--- src/rtl/host_req_pkg.sv ---
package host_req_pkg;
  // Strobes from the control side to the datapath.
  typedef struct packed {
    logic txWrite;  // store host word into the addressed transmit slot
    logic rxLoad;   // capture a full frame into the receive slots
    logic rdSlot;   // return the addressed receive slot
    logic rdCtrl;   // return the control word
    logic rdStat;   // return the status word
  } dpStrobe_t;

  localparam int DBL_BIT  = 13;
  localparam int TXEN_BIT = 14;
  localparam int RXEN_BIT = 15;
  localparam int TXE_BIT  = 14;
  localparam int RXF_BIT  = 15;
endpackage

--- src/rtl/host_req_ctrl.sv ---
module host_req_ctrl
  import host_req_pkg::*;
#(
  parameter int DATA_W = 16,
  parameter int SLOTS  = 4,
  localparam int IDX_W  = $clog2(SLOTS),
  localparam int ADDR_W = IDX_W + 1
) (
  input  logic              clk,
  input  logic              rstN,
  input  logic              hostSel,
  input  logic              hostWr,
  input  logic [ADDR_W-1:0] hostAddr,
  input  logic [2:0]        ctrlBits,
  input  logic              coreTxTake,
  input  logic              coreRxPush,
  output dpStrobe_t         strobe,
  output logic [DATA_W-1:0] ctrlWord,
  output logic [DATA_W-1:0] statWord,
  output logic              dblMode,
  output logic              txEn,
  output logic              rxEn,
  output logic              txEmpty,
  output logic              rxFull,
  output logic              reqTxN,
  output logic              reqRxN
);
  localparam logic [IDX_W-1:0] LAST_IDX = IDX_W'(SLOTS - 1);

  logic             isData;
  logic [IDX_W-1:0] slotIdx;
  logic             isCtrl;
  logic             isStat;
  logic             txAccept;
  logic             txCommit;
  logic             rxRelease;
  logic             takeOk;
  logic             pushOk;
  logic             txReq;
  logic             rxReq;

  assign isData  = hostAddr[ADDR_W-1];
  assign slotIdx = hostAddr[IDX_W-1:0];
  assign isCtrl  = !isData && (slotIdx == '0);
  assign isStat  = !isData && (slotIdx == IDX_W'(1));

  assign txAccept  = hostSel && hostWr && isData && txEmpty;
  assign txCommit  = txAccept && (slotIdx == LAST_IDX);
  assign rxRelease = hostSel && !hostWr && isData && rxFull && (slotIdx == LAST_IDX);
  assign takeOk    = coreTxTake && !txEmpty;
  assign pushOk    = coreRxPush && !rxFull;

  always_comb begin
    strobe         = '0;
    strobe.txWrite = txAccept;
    strobe.rxLoad  = pushOk;
    strobe.rdSlot  = hostSel && !hostWr && isData;
    strobe.rdCtrl  = hostSel && !hostWr && isCtrl;
    strobe.rdStat  = hostSel && !hostWr && isStat;
  end

  // Control word.
  always_ff @(posedge clk or negedge rstN) begin
    if (!rstN) begin
      dblMode <= 1'b0;
      txEn    <= 1'b0;
      rxEn    <= 1'b0;
    end else if (hostSel && hostWr && isCtrl) begin
      dblMode <= ctrlBits[0];
      txEn    <= ctrlBits[1];
      rxEn    <= ctrlBits[2];
    end
  end

  // Flags. The set and clear conditions of each flag are mutually exclusive.
  always_ff @(posedge clk or negedge rstN) begin
    if (!rstN) begin
      txEmpty <= 1'b1;
      rxFull  <= 1'b0;
    end else begin
      if (txCommit)    txEmpty <= 1'b0;
      else if (takeOk) txEmpty <= 1'b1;
      if (pushOk)         rxFull <= 1'b1;
      else if (rxRelease) rxFull <= 1'b0;
    end
  end

  assign txReq = txEn && txEmpty;
  assign rxReq = rxEn && rxFull;

  // Registered request pins.
  always_ff @(posedge clk or negedge rstN) begin
    if (!rstN) begin
      reqTxN <= 1'b1;
      reqRxN <= 1'b1;
    end else if (dblMode) begin
      reqTxN <= !txReq;
      reqRxN <= !rxReq;
    end else begin
      reqTxN <= !(txReq || rxReq);
      reqRxN <= 1'b1;
    end
  end

  always_comb begin
    ctrlWord           = '0;
    ctrlWord[DBL_BIT]  = dblMode;
    ctrlWord[TXEN_BIT] = txEn;
    ctrlWord[RXEN_BIT] = rxEn;
    statWord           = '0;
    statWord[TXE_BIT]  = txEmpty;
    statWord[RXF_BIT]  = rxFull;
  end
endmodule

--- src/rtl/host_req_dp.sv ---
module host_req_dp
  import host_req_pkg::*;
#(
  parameter int DATA_W = 16,
  parameter int SLOTS  = 4,
  localparam int IDX_W  = $clog2(SLOTS),
  localparam int FRAME_W = DATA_W * SLOTS
) (
  input  logic               clk,
  input  logic               rstN,
  input  dpStrobe_t          strobe,
  input  logic [IDX_W-1:0]   slotIdx,
  input  logic [DATA_W-1:0]  hostWdata,
  input  logic [DATA_W-1:0]  ctrlWord,
  input  logic [DATA_W-1:0]  statWord,
  input  logic [FRAME_W-1:0] coreRxData,
  output logic [FRAME_W-1:0] coreTxData,
  output logic [DATA_W-1:0]  hostRdata
);
  logic [DATA_W-1:0] txSlot [SLOTS];
  logic [DATA_W-1:0] rxSlot [SLOTS];

  for (genvar i = 0; i < SLOTS; i++) begin : g_slot
    always_ff @(posedge clk or negedge rstN) begin
      if (!rstN) begin
        txSlot[i] <= '0;
        rxSlot[i] <= '0;
      end else begin
        if (strobe.txWrite && (slotIdx == IDX_W'(i))) txSlot[i] <= hostWdata;
        if (strobe.rxLoad) rxSlot[i] <= coreRxData[i*DATA_W +: DATA_W];
      end
    end
    assign coreTxData[i*DATA_W +: DATA_W] = txSlot[i];
  end

  always_ff @(posedge clk or negedge rstN) begin
    if (!rstN)              hostRdata <= '0;
    else if (strobe.rdSlot) hostRdata <= rxSlot[slotIdx];
    else if (strobe.rdCtrl) hostRdata <= ctrlWord;
    else if (strobe.rdStat) hostRdata <= statWord;
  end
endmodule

--- src/rtl/host_req_port.sv ---
module host_req_port
  import host_req_pkg::*;
#(
  parameter int DATA_W = 16,
  parameter int SLOTS  = 4,
  localparam int IDX_W   = $clog2(SLOTS),
  localparam int ADDR_W  = IDX_W + 1,
  localparam int FRAME_W = DATA_W * SLOTS
) (
  input  logic               clk,
  input  logic               rstN,
  input  logic               hostSel,
  input  logic               hostWr,
  input  logic [ADDR_W-1:0]  hostAddr,
  input  logic [DATA_W-1:0]  hostWdata,
  output logic [DATA_W-1:0]  hostRdata,
  output logic               coreTxValid,
  output logic [FRAME_W-1:0] coreTxData,
  input  logic               coreTxTake,
  output logic               coreRxReady,
  input  logic [FRAME_W-1:0] coreRxData,
  input  logic               coreRxPush,
  output logic               reqTxN,
  output logic               reqRxN
);
  dpStrobe_t         strobe;
  logic [DATA_W-1:0] ctrlWord;
  logic [DATA_W-1:0] statWord;
  logic              dblMode;
  logic              txEn;
  logic              rxEn;
  logic              txEmpty;
  logic              rxFull;

  host_req_ctrl #(.DATA_W(DATA_W), .SLOTS(SLOTS)) ctrl_i (
    .clk(clk), .rstN(rstN), .hostSel(hostSel), .hostWr(hostWr), .hostAddr(hostAddr),
    .ctrlBits({hostWdata[RXEN_BIT], hostWdata[TXEN_BIT], hostWdata[DBL_BIT]}),
    .coreTxTake(coreTxTake), .coreRxPush(coreRxPush), .strobe(strobe),
    .ctrlWord(ctrlWord), .statWord(statWord), .dblMode(dblMode), .txEn(txEn),
    .rxEn(rxEn), .txEmpty(txEmpty), .rxFull(rxFull), .reqTxN(reqTxN), .reqRxN(reqRxN)
  );

  host_req_dp #(.DATA_W(DATA_W), .SLOTS(SLOTS)) dp_i (
    .clk(clk), .rstN(rstN), .strobe(strobe), .slotIdx(hostAddr[IDX_W-1:0]),
    .hostWdata(hostWdata), .ctrlWord(ctrlWord), .statWord(statWord),
    .coreRxData(coreRxData), .coreTxData(coreTxData), .hostRdata(hostRdata)
  );

  assign coreTxValid = !txEmpty;
  assign coreRxReady = !rxFull;
endmodule

--- config.mk ---
export PLATFORM = sky130hd
export DESIGN_NAME = host_req_port
export DESIGN_NICKNAME = d
export VERILOG_FILES = /design/src/rtl/host_req_pkg.sv /design/src/rtl/host_req_ctrl.sv /design/src/rtl/host_req_dp.sv /design/src/rtl/host_req_port.sv
export SDC_FILE = /design/constraint.sdc
export NUM_CORES = 1
export LEC_CHECK = 0
export CAP_MARGIN = 30
export CORE_MARGIN = 8
export CORE_UTILIZATION = 50
export DETAILED_ROUTE_END_ITERATION = 12
export MAX_ROUTING_LAYER = met4
export PLACE_DENSITY = 0.9
export SYNTH_ARGS = -nofsm -noshare
export SYNTH_HDL_FRONTEND = slang
export SYNTH_SLANG_ARGS = --single-unit
export TNS_END_PERCENT = 20
--- constraint.sdc ---
create_clock -name clk -period 3.8 [get_ports clk]
set_clock_uncertainty 0.2 [all_clocks]
set_input_delay 1.14 -clock clk [delete_from_list [all_inputs] [get_ports clk]]
set_output_delay 1.14 -clock clk [all_outputs]
set_load 0.01 [all_outputs]
==> out/metrics.csv, run 1 <==
stage,metric,value,unit
routing,residual DRC count,0,
flow_run,Max Cap Viol,0,
final_layout,Area Growth Syn to Fin,41.4,%
power_and_ir_drop,NetSw,1610,µW
timing,# setup viols final,0,
clock_network,clock sink total,151,
timing,post-route minimum period,2.88,ns
setup_path,Critical Path Sink Type,output port,
die,Ports,173,
clock_network,worst skew pair latency,0.41,ns
die,die footprint,16200,µm²
clock_network,clock transition at the registers of the reported paths,0.06,ns
setup_path,worst-path fanout max,5,
final_layout,final non-filler cell total,763,
placement,DP Area,8120,µm²
final_layout,Final nets,671,
placement,Post-Place Cells,730,
final_layout,Antenna Cells,0,
logic_synthesis,"area leader, netlist",dfrtp_1,
global_routing,first-pass GRT wire length,24500,µm
logic_synthesis,distinct cell type count after synthesis,32,
timing,Max Freq,347,MHz
setup_path,CP max-delay cell,dfstp_2,
logic_synthesis,Synth Net Count,489,
power_and_ir_drop,clock power share,28.4,%
placement,port bufs,172,
clock_network,Hold Buf Count CTS,0,
timing,final cycle utilization of the critical path,75.8,%
die,die height,127,µm
clock_network,CTS resizes,0,
power_and_ir_drop,P_leak,0.00379,µW
final_layout,"leading cell type in the layout, fill and taps excluded",clkdlybuf4s50_1,
timing,Worst-Margin Slew,0.583,ns
routing,final WL,15200,µm
logic_synthesis,"top cells by area, synth","dfrtp_1 60%, mux2_2 24%, mux2i_1 5.2%",
routing,Post-DRT Antenna Nets,0,
final_layout,Finished Cell Area,8730,µm²
routing,met2 wire length,7330,µm
timing,RSZ-0062 raised after global routing,no,
setup_path,Crit path required time,2.46,ns
final_layout,"commonest non-fill, non-tap cells in the layout","170 x clkdlybuf4s50_1, 148 x dfrtp_1, 133 x mux2_2, 32 x mux2i_1, 17 x clkbuf_16",
routing,Metal-1 WL,6250,µm
routing,1st-pass router iterations,4,
clock_network,TritonCTS clock tree,done,
global_routing,grt ovf,0,
logic_synthesis,top-area cell type share of the netlist area,60.0,%
die,Core Area,12100,µm²
timing,"Slew Viols, Final",0,
routing,Met3 Routed Length,1370,µm
setup_path,startpoint types,register,
power_and_ir_drop,pwr/cell area,688,nW/µm²
placement,DP HPWL,11200,µm
setup_path,"Buf+Inv Stages, Crit Path",2,
power_and_ir_drop,Comb power frac,29.1,%
timing,Slew HR,61.2,%
timing,Final Hold Vio Count,0,
global_routing,pin count of the biggest net entering global routing,65,
final_layout,ratio of cells with drive above 1 in the final layout,31.4,%
die,initial core utilization,51.2,%
logic_synthesis,mean area per synthesized cell,15.4,µm²
power_and_ir_drop,Flop pwr share,42.5,%
timing,Setup TNS Final,0,ns
power_and_ir_drop,largest vdd supply drop,349,µV
placement,routability cong.,0.740,
die,row count,40,
clock_network,H-tree depth,4,
routing,Vias per Instance,5.33,
global_routing,initial antenna violation count,0,
clock_network,CTS Buffer Depth,2,
logic_synthesis,Synth Register Bits,151,
routing,wire per inst,19.9,µm
setup_path,"CP delay by family, top",flip-flops,
routing,Top Layer Used,met4,
logic_synthesis,"Cell Area, Synth",6180,µm²
global_routing,Total Routing Usage GR,19.8,%
final_layout,fin util,72.4,%
routing,initial DRC count,235,
min_path,Min-Delay Path Class,reg -> reg,
setup_path,CP Cell Sequence,inv_1 > clkdlybuf4s50_1,
global_routing,via count of the first global-routing pass,4616,
clock_network,Root Driver,clkbuf_16,
power_and_ir_drop,internal power,4390,µW
clock_network,TritonCTS buffer count,17,
logic_synthesis,"Seq/Total Area, Yosys",61.2,%
run_status,status,completed,
setup_path,Critical Path AT,1.54,ns
power_and_ir_drop,Sw Share,26.8,%
routing,via count,4069,
setup_path,Setup CP Type,reg -> out,
logic_synthesis,Post-Synthesis Cells,400,
logic_synthesis,YS warnings,0,
setup_path,max incr delay on CP,0.59,ns
die,chip width,127,µm
clock_network,post-CTS setup buffer count,0,
## power groups by stage
stage          Sequential [µW]  Combinational, µW  Clock (µW)
4_1_cts                   2560               1780        1730
3_5_place_dp              2580               1770           0
5_1_grt                   2640               1880        1800
3_3_place_gp              2540               1700           0
6_report                  2550               1750        1710
2_1_floorplan             2590                847           0
## layer usage
metal | vias to the layer above | GRT usage [%]
li1 | 1835 | -
met1 | 2054 | 22.4
met2 | 162 | 32.3
met3 | 18 | 6.95
met4 | 0 | 6.72
met5 | - | -
## synthesized netlist by cell type, drive strengths merged
library cell    n
a2bb2oi         3
mux2i          32
o21ai           1
nor3b           2
a22oi           2
o221ai          3
a21oi           1
dfrtp         148
nor3            2
a211o           1
nand2b          1
a21o           13
and4b           1
nor2b           2
clkbuf          4
nand4b          1
nand2           2
nand4           2
a32oi           1
buf            18
dfstp           3
nor2            7
nand3           1
o22ai          12
inv             3
mux2          133
nand4bb         1
## path summary, 6_finish.rpt
check	from	to	slack (ns)	cells past startpoint
setup reg to reg	ctrl_i.txEmpty$_DFFE_PN1P_	dp_i.coreTxData[34]$_DFFE_PN0P_	1.85	4
hold reg to reg	ctrl_i.txEn$_DFFE_PN0P_	ctrl_i.reqTxN$_DFF_PN1_	0.27	1
setup / recovery	ctrl_i.txEmpty$_DFFE_PN1P_	coreTxValid	0.92	2
min in group asynchronous	rstN	dp_i.coreTxData[37]$_DFFE_PN0P_	0.51	1
max in group asynchronous	rstN	ctrl_i.reqRxN$_DFF_PN1_	2.14	2
hold / removal	ctrl_i.txEn$_DFFE_PN0P_	ctrl_i.reqTxN$_DFF_PN1_	0.27	1
## cell families (layout without fill, tap and decap cells)
family	count (synthesis)	in the layout	synth area share, %
AO/OA/AOI/OAI	37	37	4.33
multiplexers	165	165	29.4
buffers and inverters	25	220	2.15
flip-flops	151	151	61.2
AND/OR/NAND/NOR	22	22	2.86
## cell type report
class	count	area, µm²
clock buffers	21	460
clock inverters	11	145
fillers	792	3330
inverters	3	11.3
multi-input cells	224	2270
flip-flops and latches	151	3780
well taps	168	210
repair buffers	185	1850
## per-stage QoR
stage / setup WS [ns] / hold WS [ns] / power (µW)
finish: 0.921 / 0.266 / 6000
global route: 0.874 / 0.291 / 6320
CTS: 0.906 / 0.262 / 6060
detailed placement: 0.538 / 0.252 / 4350
global placement: 0.624 / 0.229 / 4240
floorplan: 1.14 / 0.197 / 3440
Power figures use the tool's default switching activity.
==> run 2: changes to the inputs <==
CORE_UTILIZATION = 48   (was 50)
PLACE_DENSITY = 0.87   (was 0.9)
clock period = 2.9 ns   (was 3.8 ns; I/O delays follow)
==> run 2 against run 1 <==
  * Combinational power increased by 31%
  * Total power increased by 30%
  * Via count about the same
  * Register-to-register slack got worse by 0.87 ns
  * Critical path depth unchanged
  * Clock power increased by 27%
  * Global-route usage decreased by 0.67 points
  * Design area increased by 0.99%
==> out/metrics.csv, run 2 (synthesized netlist as in run 1, its figures left out) <==
stage,metric,value,unit
final_layout,register area,3780,µm²
final_layout,final non-filler cell total,773,
timing,RSZ-0062 raised after global routing,no,
timing,worst setup margin,0.259,ns
setup_path,Critical Path Sink Type,output port,
final_layout,Final nets,677,
min_path,Min-Delay Path Class,in -> async,
die,Core Area,12600,µm²
clock_network,Root Driver,clkbuf_16,
global_routing,met2 Use GR,30.9,%
setup_path,worst-path fanout max,6,
placement,"worst slack, placed",0.182,ns
global_routing,initial antenna violation count,0,
routing,Post-DRT Antenna Nets,0,
global_routing,met1 GRT Util,22.2,%
final_layout,ratio of cells with drive above 1 in the final layout,32.3,%
timing,Final Hold Vio Count,0,
die,row count,41,
clock_network,post-CTS setup buffer count,0,
timing,Setup TNS Final,0,ns
final_layout,"leading cell type in the layout, fill and taps excluded",clkdlybuf4s50_1,
global_routing,pin count of the biggest net entering global routing,53,
routing,residual DRC count,0,
routing,1st-pass router iterations,4,
timing,Worst-Margin Slew,0.489,ns
timing,"Slew Viols, Final",0,
placement,DP HPWL,11300,µm
timing,post-route minimum period,2.64,ns
timing,Max Freq,379,MHz
global_routing,most used routing layer,met2,
timing,# setup viols final,0,
setup_path,Critical Path AT,1.57,ns
clock_network,TritonCTS buffer count,17,
setup_path,Crit path required time,1.83,ns
power_and_ir_drop,P_leak,0.00383,µW
die,chip width,129,µm
clock_network,CTS Buffer Depth,2,
die,initial core utilization,48.9,%
final_layout,area of the multi-input gates,2270,µm²
power_and_ir_drop,largest vdd supply drop,376,µV
clock_network,TritonCTS clock tree,done,
global_routing,Total Routing Usage GR,19.1,%
die,die footprint,16800,µm²
routing,wire per inst,19.6,µm
global_routing,grt ovf,0,
die,Ports,173,
global_routing,via count of the first global-routing pass,4570,
placement,port bufs,172,
clock_network,worst skew pair latency,0.41,ns
routing,final WL,15100,µm
placement,routability cong.,0.743,
global_routing,met3 GRT Util,6.98,%
final_layout,Fillers,887,
clock_network,Hold Buf Count CTS,0,
global_routing,first-pass GRT wire length,24000,µm
setup_path,Setup CP Type,reg -> out,
power_and_ir_drop,pwr/cell area,885,nW/µm²
timing,final cycle utilization of the critical path,91.1,%
placement,Post-Place Cells,741,
clock_network,CTS resizes,0,
timing,Slew HR,67.4,%
final_layout,"commonest non-fill, non-tap cells in the layout","170 x clkdlybuf4s50_1, 148 x dfrtp_1, 133 x mux2_2, 32 x mux2i_1, 17 x clkbuf_16",
die,die height,129,µm
routing,initial DRC count,236,
run_status,status,completed,
clock_network,H-tree depth,4,
final_layout,Area Growth Syn to Fin,42.8,%
clock_network,clock sink total,151,
final_layout,Antenna Cells,0,
routing,via count,4070,
flow_run,Max Cap Viol,0,
routing,Vias per Instance,5.27,
setup_path,startpoint types,register,
clock_network,clock transition at the registers of the reported paths,0.06,ns
-- run 2: changes by cell type in the layout (fill, tap and decap cells not counted), sizes merged --
cell      before  now
clkinvlp       3    2
bufinv         3    2
buf           15   21
clkinv         3    5
-- run 2: worst paths after layout --
check	cells past startpoint	to	from	slack, ns
max in group asynchronous	2	ctrl_i.reqTxN$_DFF_PN1_	rstN	1.59
min in group clk	1	ctrl_i.reqTxN$_DFF_PN1_	ctrl_i.txEn$_DFFE_PN0P_	0.23
max	2	coreRxReady	ctrl_i.rxFull$_DFFE_PN0P_	0.26
max reg2reg	4	dp_i.coreTxData[43]$_DFFE_PN0P_	ctrl_i.txEmpty$_DFFE_PN1P_	0.98
min reg2reg	1	ctrl_i.reqTxN$_DFF_PN1_	ctrl_i.txEn$_DFFE_PN0P_	0.23
min	1	dp_i.coreTxData[51]$_DFFE_PN0P_	rstN	0.21
-- run 2: cell type report --
type,count,area share (%)
Multi-Input combinational cell,224,25.7
Inverter,3,0.128
Timing Repair Buffer,191,22.1
Sequential cell,151,42.9
Clock buffer,21,5.33
Clock inverter,11,1.38
Tap cell,172,2.44
-- run 2: per-stage QoR --
step | util [%] | hold slack [ns] | cell area, µm² | power [µW]
5_1_grt | 69.9 | 0.231 | 8820 | 8220
2_1_floorplan | - | 0.197 | 6180 | 4500
3_3_place_gp | 65.2 | 0.223 | 8230 | 5560
3_5_place_dp | 65.2 | 0.225 | 8230 | 5710
6_report | 69.9 | 0.205 | 8820 | 7810
4_1_cts | 69.9 | 0.211 | 8820 | 7890
-- run 2: layer usage --
metal	wire, µm	part of all wire (%)
met5	0	0
met4	127	0.84
met3	1400	9.2
met2	7290	48
met1	6310	42
-- run 2: where the power goes --
part	switching, µW	internal, µW
Clock	834	1340
Combinational	826	1460
Sequential	452	2900
Total	2110	5690
-- run 2: worst max-delay path: stages, from the launching register on --
cell             delay, ns
dfrtp_1               0.48
inv_1                 0.11
clkdlybuf4s50_1       0.58
